<file path="config.mk">
export PLATFORM = sky130hd
export DESIGN_NAME = bank_irq_regs
export DESIGN_NICKNAME = d
export VERILOG_FILES = /design/src/rtl/bank_irq_pkg.sv /design/src/rtl/bank_irq_sync.sv /design/src/rtl/bank_irq_pend.sv /design/src/rtl/bank_irq_rdmux.sv /design/src/rtl/bank_irq_regs.sv
export SDC_FILE = /design/constraint.sdc
export NUM_CORES = 1
export LEC_CHECK = 0
export BUFFER_PORTS_ARGS = -buffer_cell sky130_fd_sc_hd__clkbuf_2
export CAP_MARGIN = 20
export CORE_ASPECT_RATIO = 1.2
export CORE_MARGIN = 5
export CORE_UTILIZATION = 50
export CTS_BUF_LIST = sky130_fd_sc_hd__clkbuf_8
export DETAILED_ROUTE_END_ITERATION = 8
export GPL_TIMING_DRIVEN = 0
export PLACE_DENSITY = 0.74
export SLEW_MARGIN = 20
export SYNTH_ARGS = -nofsm -noshare
export SYNTH_HDL_FRONTEND = slang
export SYNTH_HIERARCHICAL = 1
export SYNTH_SLANG_ARGS = --single-unit
</file>
<file path="constraint.sdc">
create_clock -name clk -period 2.25 [get_ports clk]
set_input_delay 0.3375 -clock clk [delete_from_list [all_inputs] [get_ports clk]]
set_output_delay 0.3375 -clock clk [all_outputs]
set_load 0.1 [all_outputs]
</file>
<file path="src/rtl/bank_irq_pkg.sv">
package bank_irq_pkg;
    localparam int NUM_BANKS   = 6;
    localparam int BANK_W      = 8;
    localparam int NUM_LINES   = NUM_BANKS * BANK_W;
    localparam int ADDR_W      = 3;
    localparam int DATA_W      = 8;
    localparam logic [ADDR_W-1:0] STATUS_ADDR = 3'd7;
    localparam logic [ADDR_W-1:0] HOLE_ADDR   = 3'd3;
    localparam logic [DATA_W-1:0] HOLE_VALUE  = 8'hFF;

    typedef struct packed {
        logic [NUM_BANKS-1:0] en;
        logic [NUM_BANKS-1:0] pend;
    } irq_state_t;
endpackage

</file>
<file path="src/rtl/bank_irq_sync.sv">
module bank_irq_sync #(
    parameter int BANKS  = bank_irq_pkg::NUM_BANKS,
    parameter int WIDTH  = bank_irq_pkg::BANK_W,
    parameter int STAGES = 2
) (
    input  logic                   clk,
    input  logic                   rst_n,
    input  logic [BANKS*WIDTH-1:0] lines_i,
    output logic [BANKS*WIDTH-1:0] synced_o,
    output logic [BANKS-1:0]       bank_chg_o
);
    localparam int LINES = BANKS * WIDTH;

    logic [LINES-1:0] stage_d [STAGES];
    logic [LINES-1:0] stage_q [STAGES];
    logic [LINES-1:0] prev_d, prev_q;

    always_comb begin
        stage_d[0] = lines_i;
        for (int s = 1; s < STAGES; s++) begin
            stage_d[s] = stage_q[s-1];
        end
        prev_d = stage_q[STAGES-1];
    end

    always_ff @(posedge clk or negedge rst_n) begin
        if (!rst_n) begin
            for (int s = 0; s < STAGES; s++) begin
                stage_q[s] <= '0;
            end
            prev_q <= '0;
        end else begin
            for (int s = 0; s < STAGES; s++) begin
                stage_q[s] <= stage_d[s];
            end
            prev_q <= prev_d;
        end
    end

    assign synced_o = stage_q[STAGES-1];

    for (genvar b = 0; b < BANKS; b++) begin : g_chg
        assign bank_chg_o[b] = |(stage_q[STAGES-1][b*WIDTH +: WIDTH] ^ prev_q[b*WIDTH +: WIDTH]);
    end
endmodule

</file>
<file path="src/rtl/bank_irq_pend.sv">
module bank_irq_pend
    import bank_irq_pkg::*;
(
    input  logic                 clk,
    input  logic                 rst_n,
    input  logic                 clr_i,
    input  logic                 en_wr_i,
    input  logic [NUM_BANKS-1:0] en_wdata_i,
    input  logic [NUM_BANKS-1:0] chg_i,
    output logic [NUM_BANKS-1:0] en_o,
    output logic [NUM_BANKS-1:0] pend_o,
    output logic                 irq_o
);
    irq_state_t st_d, st_q;

    always_comb begin
        st_d = st_q;
        if (en_wr_i) begin
            st_d.en = en_wdata_i;
        end
        if (clr_i) begin
            st_d.pend = '0;
        end
        st_d.pend = st_d.pend | (chg_i & st_q.en);
    end

    always_ff @(posedge clk or negedge rst_n) begin
        if (!rst_n) begin
            st_q <= '0;
        end else begin
            st_q <= st_d;
        end
    end

    assign en_o   = st_q.en;
    assign pend_o = st_q.pend;
    assign irq_o  = |(st_q.pend & st_q.en);


    clear_empties_chk: assert property (@(posedge clk) disable iff (!rst_n)
        (clr_i && chg_i == '0) |=> pend_o == '0);


    masked_quiet_chk: assert property (@(posedge clk) disable iff (!rst_n)
        1'b1 |=> ((pend_o & $past(~pend_o & ~en_o)) == '0));


    sticky_pend_chk: assert property (@(posedge clk) disable iff (!rst_n)
        !clr_i |=> ((pend_o & $past(pend_o)) == $past(pend_o)));


    en_load_chk: assert property (@(posedge clk) disable iff (!rst_n)
        en_wr_i |=> en_o == $past(en_wdata_i));


    collide_keep_chk: assert property (@(posedge clk) disable iff (!rst_n)
        clr_i |=> pend_o == $past(chg_i & en_o));
endmodule

</file>
<file path="src/rtl/bank_irq_rdmux.sv">
module bank_irq_rdmux
    import bank_irq_pkg::*;
(
    input  logic [ADDR_W-1:0]    addr_i,
    input  logic [NUM_LINES-1:0] synced_i,
    input  logic [NUM_BANKS-1:0] en_i,
    input  logic [NUM_BANKS-1:0] pend_i,
    input  logic                 irq_i,
    output logic [DATA_W-1:0]    rdata_o
);
    localparam int HALF = NUM_BANKS / 2;

    logic [BANK_W-1:0] bytes [NUM_BANKS];
    logic [$clog2(NUM_BANKS)-1:0] sel;

    for (genvar b = 0; b < NUM_BANKS; b++) begin : g_bytes
        assign bytes[b] = synced_i[b*BANK_W +: BANK_W];
    end

    always_comb begin
        sel = '0;
        if (addr_i[2]) begin
            sel = 3'(HALF) + 3'(addr_i[1:0]);
        end else begin
            sel = 3'(addr_i[1:0]);
        end
        if (addr_i == STATUS_ADDR) begin
            rdata_o = {|en_i, ~irq_i, pend_i};
        end else if (addr_i == HOLE_ADDR) begin
            rdata_o = HOLE_VALUE;
        end else begin
            rdata_o = bytes[sel];
        end
    end
endmodule

</file>
<file path="src/rtl/bank_irq_regs.sv">
module bank_irq_regs
    import bank_irq_pkg::*;
(
    input  logic                 clk,
    input  logic                 rst_n,
    input  logic [ADDR_W-1:0]    bus_addr,
    input  logic                 bus_rd,
    input  logic                 bus_wr,
    input  logic [DATA_W-1:0]    bus_wdata,
    output logic [DATA_W-1:0]    bus_rdata,
    input  logic [NUM_LINES-1:0] lines_i,
    output logic                 irq_o
);
    logic [NUM_LINES-1:0] synced;
    logic [NUM_BANKS-1:0] chg, en, pend;
    logic                 clr, en_wr;

    assign clr   = bus_rd && (bus_addr == STATUS_ADDR);
    assign en_wr = bus_wr && (bus_addr == STATUS_ADDR);

    bank_irq_sync #(
        .BANKS(NUM_BANKS), .WIDTH(BANK_W), .STAGES(2)
    ) sync_i (
        .clk(clk), .rst_n(rst_n), .lines_i(lines_i),
        .synced_o(synced), .bank_chg_o(chg)
    );

    bank_irq_pend pend_i (
        .clk(clk), .rst_n(rst_n), .clr_i(clr), .en_wr_i(en_wr),
        .en_wdata_i(bus_wdata[NUM_BANKS-1:0]), .chg_i(chg),
        .en_o(en), .pend_o(pend), .irq_o(irq_o)
    );

    bank_irq_rdmux rdmux_i (
        .addr_i(bus_addr), .synced_i(synced), .en_i(en),
        .pend_i(pend), .irq_i(irq_o), .rdata_o(bus_rdata)
    );


    summary_low_chk: assert property (@(posedge clk) disable iff (!rst_n)
        (bus_addr == STATUS_ADDR) |-> (bus_rdata[6] == !irq_o));


    hole_value_chk: assert property (@(posedge clk) disable iff (!rst_n)
        (bus_addr == HOLE_ADDR) |-> (bus_rdata == HOLE_VALUE));


    irq_drop_chk: assert property (@(posedge clk) disable iff (!rst_n)
        (clr && chg == '0) |=> !irq_o);
endmodule

</file>
Word level (Yosys, flattened, before mapping)

Cells that the tools add are included.

Magnitude comparators: 1
Bitwise logic cells: 11
Shift-type cells: 0
Multiplexer cells: 7
$mul: 0
Add/subtract/negate cells: 1
Reductions and logical operators: 10
Equal/unequal tests: 2
Div/mod/pow operators: 0

Operators with widths:

| operator              | count |
|---|---|
| $reduce_or A8 Y1      | 6 |
| $xor A8 B8 Y8         | 6 |
| $mux W8               | 4 |
| $bmux W8 S3           | 1 |
| $and A6 B6 Y6         | 2 |
| $reduce_or A6 Y1      | 2 |
| $mux W6               | 1 |
| $or A6 B6 Y6          | 1 |
| $ge A4 B4 Y1 const B  | 1 |
| $not A3 Y4            | 1 |
| $add A2 B2 Y3 const A | 1 |
| $eq A3 B2 Y1 const B  | 1 |
| $eq A3 B3 Y1 const B  | 1 |
| $mux W3               | 1 |
| $logic_and A1 B1 Y1   | 2 |
| $not A1 Y1            | 1 |

Bits in latches: 0
Memory bits (read-only): 0
RAM bits: 0
Register bits: 156
Memories kept: 0
Input port bits: 63
Output and inout bits: 9

Longest topological paths before layout

Word-level depth: 8
Mapped depth: 7

Modules after synthesis

The synthesis kept the hierarchy.

Modules (own cells, without submodules):

| module         | area an instance (um^2) | instances | cells an instance | sequential area each (um^2) |
|---|---|---|---|---|
| bank_irq_sync  | 4,121.5                 | 1         | 210               | 3,603.5 |
| bank_irq_rdmux | 688.2                   | 1         | 103               | 0.0 |
| bank_irq_pend  | 504.2                   | 1         | 41                | 300.3 |
| bank_irq_regs  | 17.5                    | 1         | 2                 | 0.0 |

Worst setup path after synthesis

OpenSTA, ideal clock, no wires.

Kind: register to output
From: register pend_i.st_q (netlist bit pend_i/en_o[2])
To: output port bus_rdata[6]
Arrival time: 3.304 ns
Data required time: 1.913 ns
Path slack: -1.391 ns
Cell stages (with the launch flop): 5
Buffers on the path: 0
Cells stage by stage: dfrtp_1 -> a22oi_1 -> nand3_1 -> and3_1 -> a31oi_1

Longest elaborated chain between the ends: 4

RTL lines:

| what                     | line                 | RTL |
|---|---|---|
| start: declaration       | bank_irq_pend.sv:14  | `irq_state_t st_d, st_q;` |
| start signal: assignment | bank_irq_pend.sv:31  | `st_q <= st_d;` |
| $and A6 B6 Y6            | bank_irq_pend.sv:37  | `assign irq_o = \|(st_q.pend & st_q.en);` |
| $reduce_or A6 Y1         | bank_irq_pend.sv:37  |  |
| net irq_o                | bank_irq_regs.sv:12  | `output logic irq_o` |
| $not A1 Y1               | bank_irq_rdmux.sv:28 | `rdata_o = {\|en_i, ~irq_i, pend_i};` |
| $mux W8                  | bank_irq_rdmux.sv:27 | `if (addr_i == STATUS_ADDR) begin` |
| end: declaration         | bank_irq_regs.sv:10  | `output logic [DATA_W-1:0] bus_rdata,` |

The timed path passes the listed nets, and every way through them passes these cells.

Final worst setup path

From: register pend_i.st_q (netlist bit pend_i/en_o[0])
To: output port bus_rdata[7]

Longest elaborated chain between the ends: 2

RTL lines:

| what             | line |
|---|---|
| $reduce_or A6 Y1 | bank_irq_rdmux.sv:28 |
| $mux W8          | bank_irq_rdmux.sv:27 |

No other way between the ends.

==> summary by stage <==
Critical path
The endpoint identified for the worst register-to-register timing path is pend_i/pend_o[3]. In this run the register-to-register setup slack is 780 ps. The depth of the worst register-to-register path is 5. In this run the number of cells on the critical path is 5. On the worst path, the slowest cell contributes a delay of 560 ps. The number of buffers and inverters on the critical path is 1.

The required time reported for the critical path endpoint is 1910 ps. The signal arrival time at the worst endpoint is 2200 ps. The setup path with the least slack is of type reg -> out.

The launching element of the worst setup path is pend_i/en_o[0]. The worst setup path is launched from a flop. The peak fanout along the critical path is 4. The capturing element type of the critical path is an output port. The cell class contributing the biggest share of worst-path delay is simple AND/OR/NAND/NOR gates. The start of the worst register-to-register path is sync_i/synced_o[25].

The signal on the critical path passes through or4_4 > nor4_4 > or4_1 > o211ai_1 > clkbuf_8. Among all stages on the critical path, the largest delay is contributed by sky130_fd_sc_hd__or4_4.

STA
The number of failing hold endpoints at the final stage is 0. Setup repair after global routing could not meet its margin everywhere. Headroom to the max-slew limit came out at 60.4%. The final clock period utilization by the worst path is 113%. At the pin with the least slew margin, the transition time is 594 ps. The number of pins exceeding their max-slew limit in the final report is 0.

The number of failing setup endpoints in the final timing report is 1. On the final layout, the worst hold slack is 139 ps. Once routing completed, OpenROAD measured the worst setup slack at -283 ps. The fmax is 395 MHz.

Between clock sinks in the finished design, the worst skew comes to 4.65 ps. Counting I/O delays and the setup requirement, the final critical path takes 2530 ps.

Global routing
The initial antenna violation count is 0. The number of global-route vias before repair is 3,523. The layer flagged by global routing as most heavily used is met2. The first global-routing pass estimated 16,600 um of wire.

Entering global routing, the biggest net connects 81 pins. The leftover overflow at the end of global routing is 0. The met2 global-route usage is 28.6%. The met3 track demand over resource in global routing is 4.86%. Global routing used 16.7% of the available tracks. Global routing used 19.3% of the available met1 tracks.

Synthesis
By area the synthesized netlist is led by sky130_fd_sc_hd__dfrtp_1 (73%), sky130_fd_sc_hd__xor2_1 (7.9%), sky130_fd_sc_hd__o21ai_0 (2.1%), sky130_fd_sc_hd__a21boi_0 (2.0%), sky130_fd_sc_hd__and3_1 (1.8%). The largest total area in the synthesized netlist belongs to sky130_fd_sc_hd__dfrtp_1. The number of distinct standard cells referenced by the synthesized netlist is 30. The cell count after synthesis is 356. Each instance of the synthesized netlist takes up on average 15.0 sq um. The net count after synthesis is 421. The share of synthesized area in the top cell type comes to 73.2%.

The part of the Yosys area used for sequential elements is 73.2%. In this run, synthesis produced a sequential element count of 156. The number of warnings printed during yosys synthesis is 6. The cell area that synthesis handed to floorplanning was 5330 sq um.

Power and ir drop
The analysis attributes to net switching a power of 1.52 mW. Of the total power, the clock network draws 33.4%. The overall power of the completed layout is 5.83 mW.

The sequential power share is 53.0%. The internal portion of the total power is 4.31 mW. Combinational cells account for 13.6% of the total power. The total power divided by cell area is 824 nW/um^2.

Summed over all cells, the static leakage comes to 3.24 nW. In this run switching power makes up 26.1% of total power. The worst vdd rail ir drop is 0.711 mV.

Clock tree
The maximum root-to-sink buffer count is 2. The CTS tree is yes. The H-tree depth reported by CTS is 4.

The post-CTS clock slew at the launch and capture registers of the worst setup and hold paths is 70 ps. The clock latency on the worst-skew pair is 430 ps. The root buffer cell chosen for the clock tree is sky130_fd_sc_hd__clkbuf_8. The buffers inserted during post-CTS setup optimization is 0. In this run, CTS created clock tree buffers numbering 17. Clock tree synthesis found a total of 156 sinks.

Die
From left edge to right edge, the die measures 104 um. The total die area is 12,800 sq um. After floorplanning, the core was divided into 41 placement rows.

The I/O pin count is 72. The die extent in y is 123 um. The area of the core is 10,500 sq um.

The initial standard-cell utilization of the core is 50.9%.

Cells and area
The ratio of cells with drive above 1 in the final layout is 29.6%. Relative to the synthesized area, the layout overhead comes to 32.8%. In the final design database the tool counted 559 nets. For this run, the share of the core covered by cells in the final layout is 67.6%. In the layout the commonest cells are sky130_fd_sc_hd__dfrtp_1 (154), sky130_fd_sc_hd__clkbuf_2 (60), sky130_fd_sc_hd__dlygate4sd3_1 (49). The total inserted antenna cells is 0. The most common cell after layout, fill and taps aside is sky130_fd_sc_hd__dfrtp_1. Once layout is complete, the cells apart from fillers number 635.

Min path
Counting instances, the worst hold path has a depth of 2. The worst hold path begins at bus_wdata[4]. The path with the worst hold slack has its endpoint at pend_i/en_o[4]. The worst min-delay path class is in -> reg.

Routing
For this run, design rule violations remaining after detail routing come to 0. The number of routed nets with antenna violations is 0. The routed layout has 3,111 vias. The first TritonRoute pass finished after 5 iterations. Dividing the detail-routed via count by the number of cells gives 4.90.

Wires add up to 9630 um. The detail-routed net length per standard cell is 15.2 um. The detailed router finished its first iteration with 144 violations.

Placement
The number of placed instances, taps included is 555. The count of input and output buffers is 69. The HPWL after detailed placement is 6790 um.

The pre-CTS setup slack is -522 ps. The final weighted congestion in routability-driven placement is 0.908.

Flow run
Max-cap violations in this run came to 0.

Run status
The final reports fail on setup timing. The run finished, with violations left.
-- synth_stat cells --
library cell and instances:
sky130_fd_sc_hd__and3_1 15, sky130_fd_sc_hd__ha_1 2, sky130_fd_sc_hd__xnor2_2 1, sky130_fd_sc_hd__inv_1 8
sky130_fd_sc_hd__mux2_4 6, sky130_fd_sc_hd__o211ai_1 1, sky130_fd_sc_hd__buf_6 3, sky130_fd_sc_hd__mux2_2 8
sky130_fd_sc_hd__a2111o_1 1, sky130_fd_sc_hd__and4_1 2, sky130_fd_sc_hd__xor2_1 48, sky130_fd_sc_hd__o21ai_0 22
sky130_fd_sc_hd__nand2_1 14, sky130_fd_sc_hd__mux2i_1 2, sky130_fd_sc_hd__or4_1 2, sky130_fd_sc_hd__nor4_1 12
sky130_fd_sc_hd__a21oi_1 8, sky130_fd_sc_hd__dfrtp_1 156, sky130_fd_sc_hd__nor2_1 7, sky130_fd_sc_hd__nand3b_1 1
sky130_fd_sc_hd__a21boi_0 14, sky130_fd_sc_hd__nand2_2 1, sky130_fd_sc_hd__clkbuf_1 4, sky130_fd_sc_hd__or2_4 1
sky130_fd_sc_hd__nand3_1 2, sky130_fd_sc_hd__nor4_2 1, sky130_fd_sc_hd__nor2b_1 1, sky130_fd_sc_hd__a22oi_1 3
sky130_fd_sc_hd__a31oi_1 7, sky130_fd_sc_hd__buf_2 3
-- per-layer routing --
metal  share of wire, %  wire length, um  vias to the layer above
met5                  0                0                        -
met4                2.4              234                        0
met2                 53             5140                       79
met3                4.6              442                       21
li1                   -                -                     1489
met1                 40             3810                     1522
-- kinds of logic (layout without fill, tap and decap cells) --
logic type               Yosys count  in the layout  share of synthesized area [%]
XOR/XNOR                          49             49                           8.19
multiplexers                      16             16                           3.76
adder cells (fa/ha/maj)            2              2                          0.469
flip-flops                       156            156                           73.2
AND/OR/NAND/NOR                   59             59                           6.22
AO/OA/AOI/OAI                     56             56                           6.38
buffers and inverters             18            168                           1.76
-- how the worst max path moves through the flow --
stage                               endpoint  slack [ps]
after detailed placement        bus_rdata[7]        -520
after global placement    sync_i/stage_d[47]       -1450
final                           bus_rdata[7]        -280
after floorplan                 bus_rdata[7]        -610
after CTS                       bus_rdata[7]        -330
after global routing            bus_rdata[7]        -380
-- registers in the layout, summed over array words and instances (netlist names) --
name / flops
sync_i/prev_q: 48
sync_i/stage_d: 48
sync_i/synced_o: 48
pend_i/pend_o: 6
pend_i/en_o: 6
-- power by group through the flow --
stage                     logic [mW]  registers (mW)  clock network [mW]
final                          0.792            3.09                1.95
after global routing           0.854            3.11                2.16
after CTS                      0.777            3.09                2.02
after detailed placement       0.638            3.14                   0
after global placement         0.614            3.14                   0
after floorplan                0.451            3.10                   0
-- repair_timing --
action / in CTS / in global routing
setup endpoints to repair: 8 / 8
endpoints found under the hold margin: 124 / 0
hold buffers: 49 / 0
pin swaps: 0 / 2
resized for setup: 37 / 29
-- area by class of cell --
cell class	instances	area, sq um
sequential	156	3910
tap	129	161
multi-input combinational	182	1500
fill	747	3390
clock inverter	14	146
clock buffer	17	234
inverter	8	47.5
timing repair buffer	119	1000
buffer	10	77.6
-- metrics by stage --
step / TNS (ps) / area [sq um]
2_1_floorplan: -1100 / 5490
3_3_place_gp: -227920 / 6000
3_5_place_dp: -3720 / 6030
4_1_cts: -773 / 7040
5_1_grt: -398 / 7080
6_report: -283 / 7080
(Power assumes the default switching activity.)
